File: src/rtl/rxs_pkg.sv
package rxs_pkg;

  localparam int unsigned TRAILER_BYTES = 3;

  typedef struct packed {
    logic too_long;
    logic too_short;
    logic odd_bits;
    logic bad_crc;
  } rxs_flags_t;

  function automatic rxs_flags_t rxs_classify(
    input int unsigned len,
    input logic        crc_ok,
    input logic [2:0]  res_bits,
    input int unsigned min_len,
    input int unsigned max_len
  );
    rxs_flags_t f;
    f.too_long  = (len > max_len);
    f.too_short = (len < min_len);
    f.odd_bits  = (res_bits != 3'd0);
    f.bad_crc   = ~crc_ok;
    return f;
  endfunction

  function automatic logic [7:0] rxs_trailer_byte(
    input logic [1:0]  idx,
    input logic [15:0] len16,
    input rxs_flags_t  f
  );
    case (idx)
      2'd0:    return len16[7:0];
      2'd1:    return len16[15:8];
      default: return {4'b0000, f};
    endcase
  endfunction

endpackage

File: src/rtl/rxs_len_track.sv
module rxs_len_track #(
  parameter int unsigned LEN_W = 14
) (
  input  logic             clk,
  input  logic             rst_n,
  input  logic             in_valid,
  input  logic             in_sof,
  input  logic             in_eof,
  output logic             byte_acc,
  output logic             frame_end,
  output logic [LEN_W-1:0] cur_len
);
  localparam logic [LEN_W-1:0] LEN_SAT = {LEN_W{1'b1}};
  localparam logic [LEN_W-1:0] LEN_ONE = LEN_W'(1);

  logic             in_frame_q;
  logic [LEN_W-1:0] cnt_q;

  assign byte_acc  = in_valid & (in_sof | in_frame_q);
  assign frame_end = byte_acc & in_eof;

  always_comb begin
    if (in_sof)                cur_len = LEN_ONE;
    else if (cnt_q == LEN_SAT) cur_len = cnt_q;
    else                       cur_len = cnt_q + LEN_ONE;
  end

  always_ff @(posedge clk or negedge rst_n) begin
    if (!rst_n) begin
      in_frame_q <= 1'b0;
      cnt_q      <= '0;
    end else if (byte_acc) begin
      cnt_q      <= cur_len;
      in_frame_q <= ~in_eof;
    end
  end
endmodule

File: src/rtl/rxs_classifier.sv
module rxs_classifier
  import rxs_pkg::*;
#(
  parameter int unsigned LEN_W   = 14,
  parameter int unsigned MIN_LEN = 64,
  parameter int unsigned MAX_LEN = 1518
) (
  input  logic             clk,
  input  logic             rst_n,
  input  logic             frame_end,
  input  logic [LEN_W-1:0] cur_len,
  input  logic             crc_ok,
  input  logic [2:0]       res_bits,
  input  logic             addr_hit,
  input  logic             pass_bad,
  output rxs_flags_t       flags_q,
  output logic [LEN_W-1:0] len_q,
  output logic             keep_q
);
  rxs_flags_t flags_n;
  logic       keep_n;

  always_comb begin
    flags_n = rxs_classify(32'(cur_len), crc_ok, res_bits, MIN_LEN, MAX_LEN);
    keep_n  = ~(|flags_n) | (pass_bad & addr_hit);
  end

  always_ff @(posedge clk or negedge rst_n) begin
    if (!rst_n) begin
      flags_q <= '0;
      len_q   <= '0;
      keep_q  <= 1'b0;
    end else if (frame_end) begin
      flags_q <= flags_n;
      len_q   <= cur_len;
      keep_q  <= keep_n;
    end
  end
endmodule

File: src/rtl/rxs_emitter.sv
module rxs_emitter
  import rxs_pkg::*;
#(
  parameter int unsigned LEN_W = 14
) (
  input  logic             clk,
  input  logic             rst_n,
  input  logic             byte_acc,
  input  logic             frame_end,
  input  logic [7:0]       in_data,
  input  logic             append_en,
  input  logic [LEN_W-1:0] len_q,
  input  rxs_flags_t       flags_q,
  output logic             out_valid,
  output logic [7:0]       out_data,
  output logic             out_last
);
  localparam logic [1:0] LAST_IDX = 2'(TRAILER_BYTES - 1);

  logic       tact_q;
  logic [1:0] tidx_q;

  always_ff @(posedge clk or negedge rst_n) begin
    if (!rst_n) begin
      out_valid <= 1'b0;
      out_data  <= '0;
      out_last  <= 1'b0;
      tact_q    <= 1'b0;
      tidx_q    <= '0;
    end else begin
      if (byte_acc) begin
        out_valid <= 1'b1;
        out_data  <= in_data;
        out_last  <= frame_end & ~append_en;
      end else if (tact_q) begin
        out_valid <= 1'b1;
        out_data  <= rxs_trailer_byte(tidx_q, 16'(len_q), flags_q);
        out_last  <= (tidx_q == LAST_IDX);
        tidx_q    <= tidx_q + 2'd1;
        if (tidx_q == LAST_IDX) tact_q <= 1'b0;
      end else begin
        out_valid <= 1'b0;
        out_last  <= 1'b0;
      end
      if (frame_end & append_en) begin
        tact_q <= 1'b1;
        tidx_q <= '0;
      end
    end
  end
endmodule

File: src/rtl/rxs_lost_ctr.sv
module rxs_lost_ctr #(
  parameter int unsigned CNT_W = 8
) (
  input  logic             clk,
  input  logic             rst_n,
  input  logic             lost_evt,
  input  logic             clr_evt,
  output logic [CNT_W-1:0] count
);
  localparam logic [CNT_W-1:0] CNT_SAT = {CNT_W{1'b1}};

  always_ff @(posedge clk or negedge rst_n) begin
    if (!rst_n)                          count <= '0;
    else if (clr_evt)                    count <= CNT_W'(lost_evt);
    else if (lost_evt && count != CNT_SAT) count <= count + CNT_W'(1);
  end
endmodule

File: src/rtl/rx_frame_status.sv
module rx_frame_status
  import rxs_pkg::*;
#(
  parameter int unsigned LEN_W   = 14,
  parameter int unsigned MIN_LEN = 64,
  parameter int unsigned MAX_LEN = 1518,
  parameter int unsigned LOST_W  = 8
) (
  input  logic              clk,
  input  logic              rst_n,
  input  logic              in_valid,
  input  logic              in_sof,
  input  logic              in_eof,
  input  logic [7:0]        in_data,
  input  logic              in_crc_ok,
  input  logic [2:0]        in_res_bits,
  input  logic              in_addr_hit,
  input  logic              cfg_append,
  input  logic              cfg_pass_bad,
  input  logic              cfg_ep_clr,
  input  logic              ovf_lost,
  input  logic              lost_rd,
  input  logic              ep_access,
  output logic              out_valid,
  output logic [7:0]        out_data,
  output logic              out_last,
  output logic              stat_valid,
  output logic [LEN_W+3:0]  stat_word,
  output logic              frm_keep,
  output logic              frm_drop,
  output logic [LOST_W-1:0] lost_count
);
  logic             byte_acc;
  logic             frame_end;
  logic [LEN_W-1:0] cur_len;
  rxs_flags_t       flags_q;
  logic [LEN_W-1:0] len_q;
  logic             keep_q;
  logic             clr_evt;

  rxs_len_track #(.LEN_W(LEN_W)) u_len (
    .clk(clk), .rst_n(rst_n), .in_valid(in_valid), .in_sof(in_sof),
    .in_eof(in_eof), .byte_acc(byte_acc), .frame_end(frame_end),
    .cur_len(cur_len)
  );

  rxs_classifier #(.LEN_W(LEN_W), .MIN_LEN(MIN_LEN), .MAX_LEN(MAX_LEN)) u_cls (
    .clk(clk), .rst_n(rst_n), .frame_end(frame_end), .cur_len(cur_len),
    .crc_ok(in_crc_ok), .res_bits(in_res_bits), .addr_hit(in_addr_hit),
    .pass_bad(cfg_pass_bad), .flags_q(flags_q), .len_q(len_q), .keep_q(keep_q)
  );

  rxs_emitter #(.LEN_W(LEN_W)) u_emit (
    .clk(clk), .rst_n(rst_n), .byte_acc(byte_acc), .frame_end(frame_end),
    .in_data(in_data), .append_en(cfg_append), .len_q(len_q),
    .flags_q(flags_q), .out_valid(out_valid), .out_data(out_data),
    .out_last(out_last)
  );

  assign clr_evt = lost_rd | (ep_access & cfg_ep_clr);

  rxs_lost_ctr #(.CNT_W(LOST_W)) u_lost (
    .clk(clk), .rst_n(rst_n), .lost_evt(ovf_lost), .clr_evt(clr_evt),
    .count(lost_count)
  );

  assign stat_valid = out_last;
  assign stat_word  = {flags_q, len_q};
  assign frm_keep   = out_last & keep_q;
  assign frm_drop   = out_last & ~keep_q;
endmodule

File: config.mk
export PLATFORM = sky130hd
export DESIGN_NAME = rx_frame_status
export DESIGN_NICKNAME = d
export VERILOG_FILES = /design/src/rtl/rxs_pkg.sv /design/src/rtl/rxs_len_track.sv /design/src/rtl/rxs_classifier.sv /design/src/rtl/rxs_emitter.sv /design/src/rtl/rxs_lost_ctr.sv /design/src/rtl/rx_frame_status.sv
export SDC_FILE = /design/constraint.sdc
export NUM_CORES = 1
export LEC_CHECK = 0
export ABC_AREA = 1
export CORE_MARGIN = 5
export CORE_UTILIZATION = 35
export DETAILED_ROUTE_END_ITERATION = 10
export DONT_BUFFER_PORTS = 1
export HOLD_SLACK_MARGIN = 0.03
export PLACE_DENSITY = 0.46
export SYNTH_ARGS = -nofsm -noshare
export SYNTH_HDL_FRONTEND = slang
export SYNTH_HIERARCHICAL = 1
export SYNTH_SLANG_ARGS = --single-unit
export TNS_END_PERCENT = 50
File: constraint.sdc
create_clock -name clk -period 2.3 [get_ports clk]
set_clock_uncertainty 0.15 [all_clocks]
set_input_delay 0.345 -clock clk [delete_from_list [all_inputs] [get_ports clk]]
set_output_delay 0.345 -clock clk [all_outputs]
set_load 0.01 [all_outputs]
# Word-level counts from Yosys, hierarchy flattened
# Index checks and enable logic that the tools add are counted.
dict set report totals {
  register_bits 55
  ramBits 0
  latchBits 0
  memories 0
  output_inout_bits 39
  mem_bits_ro 0
}
dict set report classes {
  n_shift 0
  bitwise 16
  div_mod_pow 0
  mux 18
  n_addsub 3
  reduce_logical 8
  n_mul 0
  n_eq_ne 5
  order_cmp 2
}
# op count
set op_table {}
lappend op_table {{8-bit 2-to-1 mux} 4}
lappend op_table {{14-bit 2-to-1 mux} 2}
lappend op_table {{8-bit one-hot mux with 2 select lines} 1}
lappend op_table {{14-bit by 1-bit adder with 14-bit output, second input constant} 1}
lappend op_table {{14-bit == test, second input constant} 1}
lappend op_table {{14-bit by 11-bit greater-than comparator with 1-bit output, second input constant} 1}
lappend op_table {{14-bit by 7-bit less-than comparator with 1-bit output, second input constant} 1}
lappend op_table {{8-bit by 1-bit adder with 8-bit output, second input constant} 1}
lappend op_table {{1-bit bitwise AND} 8}
lappend op_table {{1-bit 2-to-1 mux} 8}
lappend op_table {{8-bit inequality test, second input constant} 1}
lappend op_table {{2-bit 2-to-1 mux} 3}
lappend op_table {{2-bit nonzero test} 3}
lappend op_table {{1-bit inverter} 5}
lappend op_table {{4-bit OR reduction} 1}
lappend op_table {{1-bit OR} 3}
lappend op_table {{3-bit nonzero test} 1}
lappend op_table {{2-bit by 1-bit adder with 2-bit output, second input constant} 1}
lappend op_table {{2-bit by 1-bit == test with 1-bit output, second input constant} 1}
lappend op_table {{2-bit == test, second input constant} 1}
lappend op_table {{2-bit logical NOT} 1}
lappend op_table {{2-bit by 1-bit inequality test with 1-bit output, second input constant} 1}
lappend op_table {{2-bit AND reduction} 1}
lappend op_table {{1-bit logical AND} 1}

# Logic depth before layout (Yosys ltp)
dict set report depth {
  depth_word 7
  mapped_depth 16
  depth_no_buf 15
}

# Modules after synthesis
# The synthesis kept the hierarchy.
# module cells_per_inst area_per_inst_um2 instances
set modules_own_cells {}
lappend modules_own_cells {rxs_len_track 168 1137.3 1}
lappend modules_own_cells {rxs_classifier 95 805.8 1}
lappend modules_own_cells {rxs_emitter 108 793.3 1}
lappend modules_own_cells {rxs_lost_ctr 69 519.2 1}
lappend modules_own_cells {rx_frame_status 8 36.3 1}

# Least setup slack after synthesis
# No wires, ideal clock.
dict set report synth_timing {
  path_kind {register to register}
  startpoint {register u_len.cnt_q[0]}
  endpoint {register u_cls.keep_q}
  arrival_ps 1836
  n_path_buf 1
  setup_time_ps 120
  synth_period_minus_slack_ps 2106
  setup_slack_ps 194
  required_ps 2030
  stages_incl_launch_ff 16
  cell_sequence {dfrtp_1 ha_1 nand2_1 nor2_1 nand2_2 inv_2 nand2_4 buf_6 a31oi_1 nand3_1 nor2_1 nand2_1 nand2_1 nand2_1 nand3_1 nand2_1}
}
dict set report synth_between {
  elab_chain_len 7
}
# item line
set synth_rtl {}
lappend synth_rtl {{from (decl)} rxs_len_track.sv:17} ;# logic [LEN_W-1:0] cnt_q;
lappend synth_rtl {{from (signal assigned)} rxs_len_track.sv:33} ;# cnt_q <= cur_len;
lappend synth_rtl {{14-bit by 1-bit adder with 14-bit output / 14-bit == test (equally long branches)} {rxs_len_track.sv:25, rxs_len_track.sv:24}}
lappend synth_rtl {{14-bit 2-to-1 mux *} rxs_len_track.sv:24} ;# else if (cnt_q == LEN_SAT) cur_len = cnt_q;
lappend synth_rtl {{14-bit 2-to-1 mux *} rxs_len_track.sv:23} ;# if (in_sof) cur_len = LEN_ONE;
lappend synth_rtl {{net cur_len[7]} rx_frame_status.sv:35} ;# logic [LEN_W-1:0] cur_len;
lappend synth_rtl {{14-bit by 7-bit less-than comparator with 1-bit output / 14-bit by 11-bit greater-than comparator with 1-bit output (equally long branches)} {rxs_pkg.sv:21, rxs_pkg.sv:20}}
lappend synth_rtl {{4-bit OR reduction *} rxs_classifier.sv:25} ;# keep_n = ~(|flags_n) | (pass_bad & addr_hit);
lappend synth_rtl {{1-bit inverter *} rxs_classifier.sv:25}
lappend synth_rtl {{1-bit OR *} rxs_classifier.sv:25}
lappend synth_rtl {{to (signal assigned)} rxs_classifier.sv:36} ;# keep_q <= keep_n;
lappend synth_rtl {{to (decl)} rxs_classifier.sv:18} ;# output logic keep_q
# Mark *: on every way through the listed nets, which the timed path passes. The rest lies on a longest branch.
# A chain may end at the register's enable or synchronous reset.

# Final worst setup path
dict set report layout_timing {
  startpoint {register u_len.cnt_q[1]}
  endpoint {register u_cls.keep_q}
}
# Same word-level chain as after synthesis.

==> results.sh <==
export IMPL_status="finished, final reports clean"
export IMPL_viasPerCell=4.951
export IMPL_nets=495
export IMPL_ys_types=35
export IMPL_cp_start_kind="flop"
export IMPL_drt_first_iter_violations=144
export IMPL_syn_nets=478
export IMPL_endpoint_kind="flop"
export IMPL_cts_root_buf="clkbuf_8"
export IMPL_syn_area_sq_um=3292
export IMPL_worst_slew_pin_transition_ps=570.1
export IMPL_track_usage=0.1572
export IMPL_start_util=0.3580
export IMPL_setup_viol=0
export IMPL_synth_area_leaders="dfrtp_1 42%, nand2_1 18%, nand3_1 5.8%"
export IMPL_yosysMostFrequentCell="nand2_1"
export IMPL_chipWidth_um=107.0
export IMPL_core_sq_um=9196
export IMPL_synth_warnings=6
export IMPL_placementRows=35
export IMPL_crit_type="flop to flop"
export IMPL_finalHoldViolations=0
export IMPL_layout_drive_gt1_share=0.1609
export IMPL_clock_latency_ps=310
export IMPL_layout_cells_non_filler=577
export IMPL_drtAntennaViolNets=0
export IMPL_synth_top_flop_cell="dfrtp_1"
export IMPL_fp_dieH_um=107.0
export IMPL_pre_cts_ws_ps=39.68
export IMPL_cts_tree="yes"
export IMPL_synth_top_cells_by_count="161 x nand2_1, 55 x dfrtp_1, 43 x inv_1"
export IMPL_io_buffers=0
export IMPL_synth_top_area_frac=0.4181
export IMPL_fin_setup_tns_ps=0
export IMPL_clk_path_buf_depth=2
export IMPL_rr_startpoint="u_len/cnt_q[1]"
export IMPL_cp_top_family="simple AND/OR/NAND/NOR gates"
export IMPL_htreeDepth=2
export IMPL_num_vias=2857
export IMPL_dp_cells=551
export IMPL_rr_worst_depth=14
export IMPL_fin_crit_sh=0.9357
export IMPL_final_util=0.4053
export IMPL_max_clock_freq_mhz=464.6
export IMPL_maxCapViolCount=0
export IMPL_worstPathCellList="ha_2 -> nand2_1 -> nor2_2 -> nand2_2 -> inv_4 -> buf_4 -> nand3_1 -> and3_2 -> nor2_1 -> nand3_1 -> nor2_2 -> nor2_1 -> nand3_1 -> nand2_1"
export IMPL_routed_wl_um=8751
export IMPL_finalCriticalPeriod_ps=2152
export IMPL_top_level_ports=63
export IMPL_avgSynthCellArea_sq_um=7.348
export IMPL_grt_pass1_wl_um=14490
export IMPL_r2r_slack_ps=150
export IMPL_switchingPower_w=0.0009350
export IMPL_grt_antenna_before_repair=0
export IMPL_ys_seq_area_frac=0.4181
export IMPL_required_ps=2350
export IMPL_async_flop_share=1.000
export IMPL_area_delta_synth_final_pct=13.23
export IMPL_finalWorstSetupSlack_ps=147.8
export IMPL_worstPathArrival_ps=2210
export IMPL_antenna_cells=0
export IMPL_cts_sinks=55
export IMPL_hpwl_um=6434
export IMPL_die_area_sq_um=11440
export IMPL_p_int_w=0.001701
export IMPL_synth_cells=448
export IMPL_critPathBufInv=2
export IMPL_worstReg2RegEnd="u_cls/keep_q"
export IMPL_slowest_delay_ps=390
export IMPL_drtPass1Iterations=4
export IMPL_hold_path_startpoint="ovf_lost"
export IMPL_clkTransAtPathRegs_ps=110
export IMPL_drc=0
export IMPL_pwr_share_comb=0.244
export IMPL_ir_drop_mv=0.2847
export IMPL_maxSlewHeadroom=0.6194
export IMPL_p_leak_nw=1.862
export IMPL_crit_cells=14
export IMPL_synth_edf_count=0
export IMPL_synth_largest_area_cell="dfrtp_1"
export IMPL_hold_class="input port to flop"
export IMPL_cp_max_fo=3
export IMPL_cpMostUsedCell="nand3_1"
export IMPL_p_sw_frac=0.3547
export IMPL_crit_slowest_cell="dfrtp_1"
export IMPL_min_path_cells=2
export IMPL_p_clk_frac=0.266
export IMPL_maxSlewViolCount=0
export IMPL_grt_start_max_net_pins=56
export IMPL_place_congestion=0.8872
export IMPL_overflow=0
export IMPL_wire_per_inst_um=15.17
export IMPL_synth_seq_cells=55
export IMPL_min_to="u_lost/count[4]"
export IMPL_seqPwrFrac=0.490
export IMPL_p_per_area_nw_per_um2=707.3
export IMPL_grt_pass1_vias=2808
export IMPL_cts_inserted_buffers=5
worst max-delay path by stage:
| stage | from | endpoint |
|---|---|---|
| 2_1_floorplan | u_len/cnt_q[0] | u_cls/keep_q |
| 5_1_grt | u_len/cnt_q[1] | u_cls/keep_q |
| 3_3_place_gp | u_len/cnt_q[0] | u_cls/keep_q |
| 3_5_place_dp | u_len/cnt_q[0] | u_cls/keep_q |
| 6_report | u_len/cnt_q[1] | u_cls/keep_q |
| 4_1_cts | u_len/cnt_q[0] | u_cls/keep_q |
registers in the layout, indices dropped and copies added (netlist names):
name              flops
u_len/cnt_q          14
u_cls/len_q          14
u_cls/flags_q         4
u_emit/out_last       1
u_emit/tidx_q         2
u_emit/tact_q         1
u_cls/keep_q          1
u_len/in_frame_q      1
u_emit/out_data       8
u_emit/out_valid      1
u_lost/count          8
layout make-up:
type,instances,area [sq um]
clock buffers,6,82.58
clock inverters,2,38.79
fillers,954,5469
inverters,52,202.7
multi-input cells,328,1672
flip-flops and latches,55,1378
well taps,111,138.9
repair buffers,23,215.2
cells in the final DEF, fill, tap and decap left out, drive strengths merged, types with 2 or more instances in the layout:
cell,count
a21oi,19
a22oi,2
buf,17
clkbuf,6
dfrtp,55
dlygate4sd3,6
ha,6
inv,52
nand2,169
nand3,43
nand4,7
nor2,45
nor3,4
o21ai,21
xnor2,4
xor2,3
cell families after synthesis:
group           Yosys count  synth area share
compound gates           44           0.07754
simple gates            271            0.3736
buf+inv                  65           0.08932
fa+ha+maj                 6           0.02280
flops                    55            0.4181
xor+xnor                  7           0.01862
through the flow:
stage / hold slack, ps / cell area [sq um] / total power [W]
finish: 45.94 / 3727 / 0.002636
global route: 36.11 / 3727 / 0.002828
CTS: 31.34 / 3582 / 0.002640
detailed placement: -98.94 / 3374 / 0.001886
global placement: -99.18 / 3374 / 0.001877
floorplan: -100.6 / 3292 / 0.001749
routing by layer:
| layer | vias up | routed length, um | global-route usage |
|---|---|---|---|
| li1 | 1440 | - | - |
| met1 | 1337 | 4093 | 0.2100 |
| met2 | 66 | 4014 | 0.2540 |
| met3 | 14 | 491 | 0.03612 |
| met4 | 0 | 151 | 0.04658 |
| met5 | - | 0 | 0 |
power by group through the flow:
stage / sequential [W] / combinational [W] / clock, W
floorplan: 0.00127 / 0.000478 / 0
global placement: 0.00132 / 0.000560 / 0
detailed placement: 0.00132 / 0.000566 / 0
CTS: 0.00130 / 0.000602 / 0.000738
global route: 0.00131 / 0.000746 / 0.000768
finish: 0.00129 / 0.000643 / 0.000701
timing repair:
item / 4_1_cts / 5_1_grt
buffers inserted: 0 / 11
hold endpoints to repair: 61 / 1
hold buffers: 6 / 1
pin swaps: 0 / 6
gates resized for setup: 1 / 14
endpoints found under the setup margin: 1 / 3
Power figures use the tool's default switching activity.
